## src/rtl/ep0_halt_pkg.sv

```systemverilog
package ep0_halt_pkg;
    typedef enum logic [1:0] {
        ST_RUN  = 2'd0,
        ST_PEND = 2'd1,
        ST_HALT = 2'd2
    } ep0_st_e;
endpackage

```

## src/rtl/ep0_wr_gate.sv

```systemverilog
module ep0_wr_gate #(
    parameter int REG_W    = 8,
    parameter int HALT_BIT = 0
) (
    input  logic             clk,
    input  logic             rst_n,
    input  logic             fw_wr_en,
    input  logic [REG_W-1:0] fw_wdata,
    input  logic             nak_lock,
    input  logic             usb_busy,
    input  logic             setup_tok,
    input  logic             req_set_halt,
    input  logic             req_clr_halt,
    input  logic             req_get_status,
    input  logic             req_fw_handled,
    output logic             wr_ok,
    output logic             wr_bit,
    output logic             defer_arm
);
    logic req_any;

    // a write counts only under the lock and with no USB-side access
    assign wr_ok   = fw_wr_en && nak_lock && !usb_busy;
    assign wr_bit  = fw_wdata[HALT_BIT];
    assign req_any = req_set_halt || req_clr_halt || req_get_status || req_fw_handled;

    // defer window: opened by a feature/status/firmware request, closed by SETUP
    always_ff @(posedge clk or negedge rst_n) begin
        if (!rst_n)
            defer_arm <= 1'b0;
        else if (req_any)
            defer_arm <= 1'b1;
        else if (setup_tok)
            defer_arm <= 1'b0;
    end

    p_window_open_r4: assert property (@(posedge clk) disable iff (!rst_n)
        req_any |=> defer_arm);
    p_window_close_r4: assert property (@(posedge clk) disable iff (!rst_n)
        (setup_tok && !req_any) |=> !defer_arm);
endmodule

```

## src/rtl/ep0_halt_fsm.sv

```systemverilog
module ep0_halt_fsm
    import ep0_halt_pkg::*;
(
    input  logic clk,
    input  logic rst_n,
    input  logic wr_ok,
    input  logic wr_bit,
    input  logic defer_arm,
    input  logic setup_tok,
    input  logic hw_set,
    input  logic hw_clr,
    output logic halted,
    output logic pending,
    output logic toggle_rst,
    output logic stall_clean
);
    ep0_st_e st_q, st_d;
    logic    tog_d, cln_d;

    always_comb begin
        st_d  = st_q;
        tog_d = 1'b0;
        if (hw_clr) begin
            st_d  = ST_RUN;
            tog_d = 1'b1;
        end else if (hw_set) begin
            st_d  = ST_HALT;
            tog_d = 1'b1;
        end else begin
            unique case (st_q)
                ST_RUN:  if (wr_ok && wr_bit) st_d = defer_arm ? ST_PEND : ST_HALT;
                ST_PEND: if (wr_ok && !wr_bit) st_d = ST_RUN;
                         else if (setup_tok)   st_d = ST_HALT;
                ST_HALT: if (wr_ok && !wr_bit) st_d = ST_RUN;
                default: st_d = ST_RUN;
            endcase
        end
        cln_d = (st_d == ST_HALT) && (st_q != ST_HALT);
    end

    // state register
    always_ff @(posedge clk or negedge rst_n) begin
        if (!rst_n) st_q <= ST_RUN;
        else        st_q <= st_d;
    end

    // registered output strobes
    always_ff @(posedge clk or negedge rst_n) begin
        if (!rst_n) begin
            toggle_rst  <= 1'b0;
            stall_clean <= 1'b0;
        end else begin
            toggle_rst  <= tog_d;
            stall_clean <= cln_d;
        end
    end

    assign halted  = (st_q == ST_HALT);
    assign pending = (st_q == ST_PEND);

    p_hw_clear_r6: assert property (@(posedge clk) disable iff (!rst_n)
        hw_clr |=> !halted);
    p_hw_set_r6: assert property (@(posedge clk) disable iff (!rst_n)
        (hw_set && !hw_clr) |=> halted);
    p_toggle_r7: assert property (@(posedge clk) disable iff (!rst_n)
        (hw_set || hw_clr) |=> toggle_rst);
    p_clean_on_entry_r8: assert property (@(posedge clk) disable iff (!rst_n)
        $rose(halted) |-> stall_clean);
    p_no_clean_held_r8: assert property (@(posedge clk) disable iff (!rst_n)
        halted |=> !stall_clean);
    p_pend_waits_r4: assert property (@(posedge clk) disable iff (!rst_n)
        (pending && !setup_tok && !hw_set && !hw_clr) |=> !halted);
    p_zero_write_r5: assert property (@(posedge clk) disable iff (!rst_n)
        (wr_ok && !wr_bit && !hw_set) |=> (!halted && !pending));
endmodule

```

## src/rtl/ep0_status_reply.sv

```systemverilog
module ep0_status_reply #(
    parameter int REG_W   = 8,
    parameter int REPLY_W = 16
) (
    input  logic               clk,
    input  logic               rst_n,
    input  logic               req_get_status,
    input  logic [REG_W-1:0]   reg_val,
    output logic               status_valid,
    output logic [REPLY_W-1:0] status_reply
);
    localparam int HI_W = REPLY_W - REG_W;

    always_ff @(posedge clk or negedge rst_n) begin
        if (!rst_n) begin
            status_valid <= 1'b0;
            status_reply <= '0;
        end else begin
            status_valid <= req_get_status;
            if (req_get_status)
                status_reply <= {{HI_W{1'b0}}, reg_val};
        end
    end

    p_reply_r9: assert property (@(posedge clk) disable iff (!rst_n)
        req_get_status |=> (status_valid && status_reply[REG_W-1:0] == $past(reg_val)
                            && status_reply[REPLY_W-1:REG_W] == '0));
    p_valid_pulse_r9: assert property (@(posedge clk) disable iff (!rst_n)
        !req_get_status |=> !status_valid);
endmodule

```

## src/rtl/ep0_halt_status.sv

```systemverilog
module ep0_halt_status #(
    parameter int REG_W    = 8,
    parameter int REPLY_W  = 16,
    parameter int HALT_BIT = 0
) (
    input  logic               clk,
    input  logic               rst_n,
    input  logic               fw_wr_en,
    input  logic [REG_W-1:0]   fw_wdata,
    input  logic               nak_lock,
    input  logic               usb_busy,
    input  logic               setup_tok,
    input  logic               req_set_halt,
    input  logic               req_clr_halt,
    input  logic               req_get_status,
    input  logic               req_fw_handled,
    output logic [REG_W-1:0]   fw_rdata,
    output logic               status_valid,
    output logic [REPLY_W-1:0] status_reply,
    output logic               toggle_rst,
    output logic               stall_clean
);
    logic wr_ok, wr_bit, defer_arm, halted, pending;

    ep0_wr_gate #(.REG_W(REG_W), .HALT_BIT(HALT_BIT)) u_gate (
        .clk(clk), .rst_n(rst_n), .fw_wr_en(fw_wr_en), .fw_wdata(fw_wdata),
        .nak_lock(nak_lock), .usb_busy(usb_busy), .setup_tok(setup_tok),
        .req_set_halt(req_set_halt), .req_clr_halt(req_clr_halt),
        .req_get_status(req_get_status), .req_fw_handled(req_fw_handled),
        .wr_ok(wr_ok), .wr_bit(wr_bit), .defer_arm(defer_arm)
    );

    ep0_halt_fsm u_fsm (
        .clk(clk), .rst_n(rst_n), .wr_ok(wr_ok), .wr_bit(wr_bit),
        .defer_arm(defer_arm), .setup_tok(setup_tok),
        .hw_set(req_set_halt), .hw_clr(req_clr_halt),
        .halted(halted), .pending(pending),
        .toggle_rst(toggle_rst), .stall_clean(stall_clean)
    );

    // committed value only; unused bits read as zero
    always_comb begin
        fw_rdata           = '0;
        fw_rdata[HALT_BIT] = halted;
    end

    ep0_status_reply #(.REG_W(REG_W), .REPLY_W(REPLY_W)) u_reply (
        .clk(clk), .rst_n(rst_n), .req_get_status(req_get_status),
        .reg_val(fw_rdata), .status_valid(status_valid), .status_reply(status_reply)
    );

    p_unlocked_drop_r2: assert property (@(posedge clk) disable iff (!rst_n)
        (fw_wr_en && !nak_lock && !setup_tok && !req_set_halt && !req_clr_halt)
        |=> $stable(fw_rdata));
    p_busy_drop_r3: assert property (@(posedge clk) disable iff (!rst_n)
        (fw_wr_en && usb_busy && !setup_tok && !req_set_halt && !req_clr_halt)
        |=> $stable(fw_rdata));
    p_setup_hw_wins_r10: assert property (@(posedge clk) disable iff (!rst_n)
        (setup_tok && req_clr_halt) |=> (fw_rdata[HALT_BIT] == 1'b0));
    p_pending_hidden_r11: assert property (@(posedge clk) disable iff (!rst_n)
        pending |-> (fw_rdata == '0));
endmodule

```

## config.mk

```make
export PLATFORM = sky130hd
export DESIGN_NAME = ep0_halt_status
export DESIGN_NICKNAME = d
export VERILOG_FILES = /design/src/rtl/ep0_halt_pkg.sv /design/src/rtl/ep0_wr_gate.sv /design/src/rtl/ep0_halt_fsm.sv /design/src/rtl/ep0_status_reply.sv /design/src/rtl/ep0_halt_status.sv
export SDC_FILE = /design/constraint.sdc
export NUM_CORES = 1
export LEC_CHECK = 0
export ABC_AREA = 1
export BUFFER_PORTS_ARGS = -buffer_cell sky130_fd_sc_hd__buf_2
export CAP_MARGIN = 20
export CORE_MARGIN = 2
export CORE_UTILIZATION = 38
export CTS_CLUSTER_SIZE = 30
export DETAILED_ROUTE_END_ITERATION = 10
export PLACE_DENSITY = 0.92
export REMOVE_ABC_BUFFERS = 1
export SETUP_SLACK_MARGIN = 0.4
export SLEW_MARGIN = 20
export SYNTH_ARGS = -nofsm -noshare
export SYNTH_HDL_FRONTEND = slang
export SYNTH_SLANG_ARGS = --single-unit
export TNS_END_PERCENT = 10
```

## constraint.sdc

```tcl
create_clock -name clk -period 1.6 [get_ports clk]
set_input_delay 0.08 -clock clk [delete_from_list [all_inputs] [get_ports clk]]
set_output_delay 0.08 -clock clk [all_outputs]
set_load 0.005 [all_outputs]
```

==> impl_results.md <==
- Status: completed
- Synth cell count leaders: 23 x buf_4, 7 x dfrtp_1, 7 x nand2_1
- Area Growth Syn to Fin: 9.11%
- PwrDens: 779 mW/mm^2
- Drt pass-1 iters: 4
- Most used DFF post-synth: dfrtp_1
- Hold Path Depth: 2
- Root Buffer: clkbuf_4
- Count leader, synth: buf_4
- CP Capture Type: output port
- Final Power: 420 uW
- Post-synth EDFFs: 0
- CP peak stage delay: around 420 ps
- TritonCTS Buffers: 3
- Initial DRC Count: 1
- Synth area leader: dfrtp_1
- RSZ-0062 raised after global routing: no
- HP Class: in2reg
- Clock transition at path regs: 60 ps
- GPL Wtd Cong: roughly 0.63
- Total gr overflow: 0
- CORE AREA: 0.00116 sq mm
- Wire length per cell: 7.83 um
- Fin Clk Skew: 7.15 ps
- Ant. Diodes: 0
- Clock Latency Late Sink: 250 ps
- I/O pin total: 45
- Top cells by area, synth: dfrtp_1 35%, buf_4 35%, nand2_1 5.3%
- Crit path time final: 1070 ps
- Clock Sinks: 7
- Die area: 0.00161 sq mm
- Period utilization: approximately 67%
- CTS max path bufs: 2
- Post-synthesis sequential area ratio: 35.4%
- Setup TNS: 0 ps
- Ratio of cells with drive above 1 in the final layout: 31.3%
- Die height: 40.1 um
- Worst EP arrival: 990 ps
- Number of max-cap violations: 0
- Required @ worst endpoint: 1520 ps
- Final #Nets: 99
- Initial antenna violation count: 0
- Post-CTS sizing: 0
- Die X: between 40 and 50 um
- Worst IR Drop VDD: 368 uV
- DP HPWL: roughly 640 um
- CP Max Fanout: 4
- First-pass GRT wire length: slightly above 1000 um
- Vias: 361
- DRC viols: 0
- Top cell type's share of synthesized area: 35.4%
- IO Port Bufs: 15
- ANT nets after route: 0
- Post-synth cell types: 15
- Max-slew violations: 0
- Starting Density: between 40% and 50%
- Yosys warns: 0
- Slowest CP cell: dfrtp_1
- Crit Path Class: reg2out
- Syn avg cell area: 8.10 sq um
- # setup viols final: 0
- Rows: 12
- Synth Cell Area: roughly 490 sq um
- Via density: approximately 3.8
- H-tree depth: 1
- CTS tree: built
- Fraction of registers with async set/reset: 100%
- All-Layer GR Usage: 10.2%
- Vias in the first global route: between 200 and 300
- Worst R2R Path Depth: 8
- #FFs+latches synth: 7
- Final WL: around 740 um
- Hold Vio Cnt, Final: 0
- Setup crit start kind: flop
- Largest net degree at the start of global routing: 8
- Worst path cell trace: nor2_2, buf_2
- Fin Hold WS: 40.1 ps
- P_leak: 0.320 nW
- # Post-CTS Setup Buffers: 0
- Synth Instances: a little over 60
- Maximum clock rate: a little over 900 MHz
[cell usage in the layout, fill, tap and decap left out, types with 2 or more instances in the layout]
cell type	netlist	final
conb_1	1	22
buf_2	0	15
nand2_1	7	7
dfrtp_1	7	7
nor2_1	5	5
inv_1	5	5
nor2_2	4	4
clkbuf_4	0	3
nand3_1	2	2
dlygate4sd3_1	0	2
[path summary, 6_finish.rpt]
kind                                                      from                             endpoint  slack (ps)
min in group asynchronous                                rst_n         u_gate.defer_arm$_DFFE_PN0P_         190
hold reg to reg            u_reply.status_reply[0]$_DFFE_PN0P_  u_reply.status_reply[0]$_DFFE_PN0P_         500
max in group asynchronous                                rst_n          u_fsm.stall_clean$_DFF_PN0_        1250
setup / recovery                       u_fsm.st_q[0]$_DFF_PN0_                          fw_rdata[0]         530
setup reg to reg                       u_fsm.st_q[0]$_DFF_PN0_          u_fsm.stall_clean$_DFF_PN0_         530
hold / removal                                       setup_tok         u_gate.defer_arm$_DFFE_PN0P_          40
[power breakdown]
| group | internal (mW) | leakage (nW) | switching (mW) |
|---|---|---|---|
| registers | 0.187 | 0.0832 | 0.00482 |
| clock network | 0.0951 | 0.0150 | 0.0634 |
| logic | 0.0288 | 0.222 | 0.0411 |
[metrics by stage]
stage	setup WS, ps	util [%]	cells	area [sq um]
after floorplan	623	-	59	400
after global placement	585	42.6	88	493
after detailed placement	540	42.6	88	493
after CTS	519	46.6	94	539
after global routing	446	46.6	94	539
final	526	46.6	94	539
[routing by layer]
| metal | vias up | track usage (%) | wire length [um] |
|---|---|---|---|
| met1 | 153 | 7.53 | 247 |
| met5 | - | 0 | 0 |
| met3 | 0 | 6.67 | 110 |
| li1 | 177 | - | - |
| met2 | 31 | 20.6 | 378 |
| met4 | 0 | 2.59 | 0 |
[cell families (layout without fill, tap and decap cells)]
logic type             Yosys count  count (layout)  share of synthesized area [%]
flip-flops                       7               7                           35.4
multiplexers                     1               1                           2.28
buffers and inverters           30              28                           40.3
other                            1              22                          0.759
AO/OA/AOI/OAI                    2               2                           2.78
AND/OR/NAND/NOR                 20              20                           18.5
[flip-flops by register name, indices dropped and copies added (netlist names)]
| signal | flops |
|---|---|
| u_fsm.st_q | 2 |
| u_fsm.stall_clean | 1 |
| u_fsm.toggle_rst | 1 |
| u_gate.defer_arm | 1 |
| u_reply.status_reply | 1 |
| u_reply.status_valid | 1 |
[what timing repair did]
action / 4_1_cts / 5_1_grt
setup endpoints to repair: 0 / 0
endpoints found under the hold margin: 8 / 0
hold buffers: 2 / 0
[worst max-delay path, delay by kind of cell, from the launching register on]
| kind | cells | cell delay, ps |
|---|---|---|
| and+or+nand+nor | 1 | 180 |
| DFF | 1 | 420 |
| buffers and inverters | 1 | 140 |
[final cells by class]
type / instances / area [sq um]
well taps: 14 / 17.5
inverters: 7 / 26.3
repair buffers: 17 / 95.1
flip-flops and latches: 7 / 175
fillers: 132 / 617
clock buffers: 4 / 26.3
multi-input cells: 45 / 199
Power figures use the tool's default switching activity.
